[src/rtl/interval_counter_pkg.sv]
`timescale 1ns/1ps
package interval_counter_pkg;
  localparam int MODE_BITS = 3;

  typedef enum logic [MODE_BITS-1:0] {
    MODE_TERM     = 3'd0,
    MODE_ONESHOT  = 3'd1,
    MODE_RATE     = 3'd2,
    MODE_SQUARE   = 3'd3,
    MODE_SWSTROBE = 3'd4,
    MODE_HWSTROBE = 3'd5
  } chMode_e;

  // Strobes from the control to the datapath.
  typedef struct packed {
    logic loadInit;    // capture a new initial count
    logic reload;      // copy initial count into the counter
    logic reloadEven;  // reload with bit 0 cleared
    logic decrement;   // step the counter down
    logic stepTwo;     // step size two instead of one
  } dpCmd_t;
endpackage

[src/rtl/interval_counter_dp.sv]
`timescale 1ns/1ps
module interval_counter_dp
  import interval_counter_pkg::*;
#(
  parameter int WIDTH = 16
) (
  input  logic             clk,
  input  logic             rstN,
  input  dpCmd_t           cmd,
  input  logic             bcd,
  input  logic [WIDTH-1:0] loadValue,
  output logic [WIDTH-1:0] count,
  output logic             initOdd,
  output logic             isOne,
  output logic             isTwo
);
  localparam int DIGITS = WIDTH / 4;

  logic [WIDTH-1:0] initQ;
  logic [WIDTH-1:0] countQ;
  logic [WIDTH-1:0] evenInit;
  logic [WIDTH-1:0] stepped;

  // Subtract 1 or 2, wrapping binary to all ones and decimal to all nines.
  function automatic logic [WIDTH-1:0] stepDown(input logic [WIDTH-1:0] v,
                                                input logic [1:0] s,
                                                input logic useBcd);
    logic [WIDTH-1:0] r;
    logic [4:0] d;
    logic [1:0] borrow;
    if (!useBcd) return v - WIDTH'(s);
    r = '0;
    borrow = s;
    for (int i = 0; i < DIGITS; i++) begin
      d = {1'b0, v[i*4 +: 4]} - {3'b000, borrow};
      if (d[4]) begin
        r[i*4 +: 4] = 4'(d + 5'd10);
        borrow = 2'd1;
      end else begin
        r[i*4 +: 4] = d[3:0];
        borrow = 2'd0;
      end
    end
    return r;
  endfunction

  assign evenInit = {initQ[WIDTH-1:1], 1'b0};
  assign stepped  = stepDown(countQ, cmd.stepTwo ? 2'd2 : 2'd1, bcd);

  always_ff @(posedge clk or negedge rstN) begin
    if (!rstN) begin
      initQ  <= '0;
      countQ <= '0;
    end else begin
      if (cmd.loadInit) initQ <= loadValue;
      if (cmd.reload) countQ <= cmd.reloadEven ? evenInit : initQ;
      else if (cmd.decrement) countQ <= stepped;
    end
  end

  assign count   = countQ;
  assign initOdd = initQ[0];
  assign isOne   = (countQ == WIDTH'(1));
  assign isTwo   = (countQ == WIDTH'(2));
endmodule

[src/rtl/interval_counter_ctrl.sv]
`timescale 1ns/1ps
module interval_counter_ctrl
  import interval_counter_pkg::*;
(
  input  logic                 clk,
  input  logic                 rstN,
  input  logic                 tick,
  input  logic                 gate,
  input  logic                 cfgWr,
  input  logic [MODE_BITS-1:0] cfgMode,
  input  logic                 cfgBcd,
  input  logic                 cntWr,
  input  logic                 initOdd,
  input  logic                 isOne,
  input  logic                 isTwo,
  output dpCmd_t               cmd,
  output logic                 bcd,
  output logic                 outLevel
);
  chMode_e modeQ, modeD, cfgDecoded;
  logic bcdQ, bcdD, outQ, outD, activeQ, activeD, armedQ, armedD;
  logic loadPendQ, loadPendD, trigPendQ, trigPendD, stretchQ, stretchD;
  logic gatePrevQ, gateRise, trigSeen, start;

  // Field values 6 and 7 fold onto the periodic modes.
  function automatic chMode_e decodeMode(input logic [MODE_BITS-1:0] m);
    if (m[2] && m[1]) return chMode_e'({1'b0, m[1:0]});
    return chMode_e'(m);
  endfunction

  assign cfgDecoded = decodeMode(cfgMode);
  assign gateRise   = gate && !gatePrevQ;
  assign trigSeen   = trigPendQ || gateRise;
  assign start = (modeQ == MODE_ONESHOT || modeQ == MODE_HWSTROBE) ? trigSeen :
                 (modeQ == MODE_RATE || modeQ == MODE_SQUARE) ? (loadPendQ || trigSeen) :
                 loadPendQ;

  always_comb begin
    cmd = '0;
    cmd.loadInit = cntWr;
    modeD = modeQ;
    bcdD = bcdQ;
    outD = outQ;
    activeD = activeQ;
    armedD = armedQ;
    loadPendD = loadPendQ || cntWr;
    trigPendD = trigSeen;
    stretchD = stretchQ;
    if (cfgWr) begin
      modeD = cfgDecoded;
      bcdD = cfgBcd;
      outD = (cfgDecoded != MODE_TERM);
      activeD = 1'b0;
      armedD = 1'b0;
      loadPendD = cntWr;
      trigPendD = 1'b0;
      stretchD = 1'b0;
    end else if (tick) begin
      trigPendD = 1'b0;
      if (start) begin
        cmd.reload = 1'b1;
        cmd.reloadEven = (modeQ == MODE_SQUARE);
        activeD = 1'b1;
        armedD = 1'b1;
        loadPendD = cntWr;
        outD = !(modeQ == MODE_TERM || modeQ == MODE_ONESHOT);
        stretchD = initOdd;
      end else if (activeQ) begin
        case (modeQ)
          MODE_TERM, MODE_ONESHOT: begin
            if (gate || modeQ == MODE_ONESHOT) begin
              cmd.decrement = 1'b1;
              if (isOne && armedQ) begin
                outD = 1'b1;
                armedD = 1'b0;
              end
            end
          end
          MODE_RATE: begin
            if (gate) begin
              if (isOne) begin
                cmd.reload = 1'b1;
                outD = 1'b0;
              end else begin
                cmd.decrement = 1'b1;
                outD = 1'b1;
              end
            end else outD = 1'b1;
          end
          MODE_SQUARE: begin
            if (gate) begin
              if (stretchQ) stretchD = 1'b0;
              else if (isTwo) begin
                cmd.reload = 1'b1;
                cmd.reloadEven = 1'b1;
                outD = !outQ;
                stretchD = !outQ && initOdd;
              end else begin
                cmd.decrement = 1'b1;
                cmd.stepTwo = 1'b1;
              end
            end else outD = 1'b1;
          end
          default: begin
            if (gate || modeQ == MODE_HWSTROBE) begin
              cmd.decrement = 1'b1;
              outD = !(isOne && armedQ);
              if (isOne) armedD = 1'b0;
            end else outD = 1'b1;
          end
        endcase
      end
    end
  end

  always_ff @(posedge clk or negedge rstN) begin
    if (!rstN) begin
      modeQ <= MODE_TERM;
      bcdQ <= 1'b0;
      outQ <= 1'b0;
      activeQ <= 1'b0;
      armedQ <= 1'b0;
      loadPendQ <= 1'b1;
      trigPendQ <= 1'b0;
      stretchQ <= 1'b0;
      gatePrevQ <= 1'b0;
    end else begin
      modeQ <= modeD;
      bcdQ <= bcdD;
      outQ <= outD;
      activeQ <= activeD;
      armedQ <= armedD;
      loadPendQ <= loadPendD;
      trigPendQ <= trigPendD;
      stretchQ <= stretchD;
      gatePrevQ <= gate;
    end
  end

  assign bcd = bcdQ;
  assign outLevel = outQ;
endmodule

[src/rtl/interval_counter.sv]
`timescale 1ns/1ps
module interval_counter
  import interval_counter_pkg::*;
#(
  parameter int WIDTH = 16
) (
  input  logic                 clk,
  input  logic                 rstN,
  input  logic                 tick,
  input  logic                 gate,
  input  logic                 cfgWr,
  input  logic [MODE_BITS-1:0] cfgMode,
  input  logic                 cfgBcd,
  input  logic                 cntWr,
  input  logic [WIDTH-1:0]     cntValue,
  output logic [WIDTH-1:0]     countOut,
  output logic                 outLevel
);
  dpCmd_t dpCmd;
  logic bcdSel, initOdd, isOne, isTwo;

  interval_counter_ctrl i_ctrl (
    .clk(clk), .rstN(rstN), .tick(tick), .gate(gate),
    .cfgWr(cfgWr), .cfgMode(cfgMode), .cfgBcd(cfgBcd), .cntWr(cntWr),
    .initOdd(initOdd), .isOne(isOne), .isTwo(isTwo),
    .cmd(dpCmd), .bcd(bcdSel), .outLevel(outLevel)
  );

  interval_counter_dp #(.WIDTH(WIDTH)) i_dp (
    .clk(clk), .rstN(rstN), .cmd(dpCmd), .bcd(bcdSel),
    .loadValue(cntValue), .count(countOut),
    .initOdd(initOdd), .isOne(isOne), .isTwo(isTwo)
  );
endmodule

[config.mk]
export PLATFORM = sky130hd
export DESIGN_NAME = interval_counter
export DESIGN_NICKNAME = d
export VERILOG_FILES = /design/src/rtl/interval_counter_pkg.sv /design/src/rtl/interval_counter_dp.sv /design/src/rtl/interval_counter_ctrl.sv /design/src/rtl/interval_counter.sv
export SDC_FILE = /design/constraint.sdc
export NUM_CORES = 1
export LEC_CHECK = 0
export ABC_AREA = 1
export BUFFER_PORTS_ARGS = -buffer_cell sky130_fd_sc_hd__buf_2
export CORE_MARGIN = 3
export CORE_UTILIZATION = 55
export CTS_CLUSTER_DIAMETER = 100
export CTS_CLUSTER_SIZE = 24
export DETAILED_ROUTE_END_ITERATION = 16
export PLACE_DENSITY = 0.79
export SYNTH_ARGS = -nofsm -noshare
export SYNTH_HDL_FRONTEND = slang
export SYNTH_SLANG_ARGS = --single-unit
[constraint.sdc]
create_clock -name clk -period 6.55 [get_ports clk]
set_input_delay 0.3275 -clock clk [delete_from_list [all_inputs] [get_ports clk]]
set_output_delay 0.3275 -clock clk [all_outputs]
set_load 0.01 [all_outputs]
==> results_dict.tcl <==
set metrics [dict create \
    cts_tree "yes" \
    synth_xor_area_share_pct 3.173 \
    synth-simple-area-share_pct 33.66 \
    synth_top_family_by_area "simple AND/OR/NAND/NOR gates" \
    yosys_warnings 0 \
    final_nets 485 \
    arrival_ns 4.91 \
    cp_max_fo 6 \
    pin_count 43 \
    dieArea_sq_um 6449 \
    hold_violations 0 \
    maxSlewViolCount 0 \
    synth-main-ff-cell "dfrtp_1" \
    utilization_pct 63.93 \
    start_util_pct 57.98 \
    holdBufCountCts 0 \
    cp_data_required_time_ns 6.74 \
    final_cells 517 \
    fillCellCount 473 \
    grt_max_degree 44 \
    p_leak_nw 1.677 \
    async_reset_ff_share_pct 100.0 \
    clockBufferDepth 2 \
    synthTopCellsByCount "nand2_1, nand3_1, inv_1" \
    dp_cells 509 \
    setup_viol 0 \
    relSlewSlack_pct 34.37 \
    cp-end-kind "flip-flop" \
    fmax_mhz 211.6 \
    post_cts_resized 0 \
    cts_setup_buffers 0 \
    place_hpwl_mm 5.442 \
    n_antenna_cell 0 \
    grt.total_usage_pct 24.96 \
    ff2ff_setup_slack_ns 1.82 \
    syn2layout_area_growth_pct 10.26 \
    path_class "flip-flop to flip-flop" \
    route.vias.total 2807 \
    synth_fa_ha_area_share_pct 5.604 \
    dr.first_iter.drc_count 225 \
    wl_mm 7.218 \
    vdd_drop_max_mv 0.1671 \
    cts.sinks 43 \
    ant_nets 0 \
    grt_pass1_vias 2737 \
    synth_edf_count 0 \
    tightestPinTransition_ns 0.9845 \
    root_buffer "clkbuf_8" \
    numCtsBuffers 5 \
    die_w_um 80.31 \
    netlist_area_sq_um 3037 \
    regToRegEndpoint "i_dp.count[14]" \
    clk_latency_ns 0.30 \
    finalCriticalPeriod_ns 4.725 \
    p_per_area_nw_per_um2 279.9 \
    rr_worst_depth 25 \
    rows 26 \
    start_kind "flip-flop" \
    dieHeight_um 80.31 \
    gp_congestion 0.9596 \
    post-route-drc-count 0 \
    vias_per_cell 5.429 \
    wl_per_cell_um 13.96 \
    hold_ws_ns 0.1767 \
    fin_crit_sh_pct 72.14 \
    coreArea_sq_um 5238 \
    clk_pin_slew_worst_paths_ns 0.09 \
    synth_seq_cells 43 \
    postSynthAreaPerCell_sq_um 7.371 \
    drive_above_1_share_pct 19.91 \
    grt_pass1_wl_mm 12.55 \
    power_w 0.0009373 \
    max_cap_viol_count 0 \
    syn_inst 412 \
    io_buffers 42 \
    antenna_found_initial 0 \
    synthMuxAreaShare_pct 5.562 \
    tns_ns 0 \
    drt_first_pass_iters 5 \
    ys_types 37 \
    synth.area.top_cells "dfrtp_1, nand3_1, nand2_1" \
    yosysTopAreaCell "dfrtp_1" \
    htree_levels 2 \
    synth_seq_area_share_pct 35.48 \
    rsz0062_at_grt "no" \
    synth_nets 451 \
    synth_top_area_share_pct 34.61 \
    hold_path_class "input port to asynchronous set/reset pin" \
    status "finished, final reports clean" \
    fin_worst_skew_ns 0.005784 \
    rr_startpoint "i_dp.count[8]" \
    synth_compound_area_share_pct 7.870 \
    gr-total-overflow 0 \
    yosysMostFrequentCell "nand2_1" \
]
==> state kept, by name, indices dropped and copies added (netlist names) <==
name,count
i_ctrl.armedQ,1
i_ctrl.trigPendQ,1
i_ctrl.outLevel,1
i_ctrl.activeQ,1
i_ctrl.gatePrevQ,1
i_dp.initQ,16
i_ctrl.loadPendQ,1
i_ctrl.bcd,1
i_dp.count,16
i_ctrl.stretchQ,1
i_ctrl.modeQ,3
==> kinds of logic (layout without fill, tap and decap cells) <==
family / Yosys count / after routing
flip-flops: 43 / 43
AO/OA/AOI/OAI: 43 / 43
multiplexers: 15 / 15
buffers and inverters: 65 / 100
AND/OR/NAND/NOR: 222 / 222
adder cells (fa/ha/maj): 13 / 13
XOR/XNOR: 11 / 11
==> stage by stage <==
step	setup slack, ns	cell area (sq um)
final	1.825	3348
after global routing	1.337	3348
after CTS	1.888	3348
after detailed placement	1.902	3259
after global placement	2.067	3259
after floorplan	2.269	3037
==> worst max-delay path, cell delays in order (launching register included) <==
cell      delay [ns]
dfrtp_1         0.46
nor2_1          0.21
nand2_1         0.12
nor2_4          0.13
nand3_1         0.13
nand3_1         0.11
or2_2           0.16
ha_1            0.15
inv_1           0.06
fa_1            0.40
nor2_1          0.26
ha_1            0.23
ha_1            0.15
inv_1           0.08
nor2_1          0.15
ha_1            0.20
ha_1            0.17
nand2_1         0.10
nor2_1          0.23
ha_1            0.24
xor2_1          0.20
ha_1            0.26
o211ai_1        0.18
nand2_1         0.08
nand2_1         0.06
nand3_1         0.08
==> power by group <==
group	switching, W	internal, W
registers	0.0000667	0.000311
clock network	0.0000966	0.0000743
logic	0.000236	0.000153
==> layout make-up <==
| cell class | instances | area [sq um] | share of cell area (%) |
|---|---|---|---|
| Inverter | 50 | 187.7 | 5.605 |
| Sequential cell | 43 | 1077 | 32.17 |
| Clock inverter | 3 | 20.02 | 0.5979 |
| Multi-Input combinational cell | 304 | 1697 | 50.67 |
| Tap cell | 70 | 87.58 | 2.616 |
| Timing Repair Buffer | 42 | 210.2 | 6.278 |
| Clock buffer | 5 | 68.82 | 2.055 |
==> layer usage <==
metal	vias to the layer above	wire, um	global-route usage (%)
met5	-	0	0
met4	0	114	7.939
met1	1305	3386	34.86
li1	1405	-	-
met2	85	3386	40.31
met3	12	331	3.027
==> cells in the final DEF (no fill, tap or decap), types with 10 or more instances in the layout <==
cell,count
xor2_1,10
nor2_1,43
nand3_1,65
inv_1,45
ha_1,12
o21ai_0,27
mux2_2,15
dfrtp_1,42
buf_2,42
nand2_1,84
==> how the worst max path moves through the flow <==
stage	cells after the start	slack, ns	endpoint	startpoint
finish	25	1.82	i_dp.count[14]	i_dp.count[8]
global route	27	1.34	i_dp.count[15]	i_dp.count[6]
CTS	27	1.89	i_dp.count[14]	i_dp.count[11]
detailed placement	27	1.90	i_dp.count[14]	i_dp.count[11]
global placement	27	2.07	i_dp.count[14]	i_dp.count[11]
floorplan	28	2.27	i_dp.count[14]	i_dp.count[11]
Power figures use the tool's default switching activity.
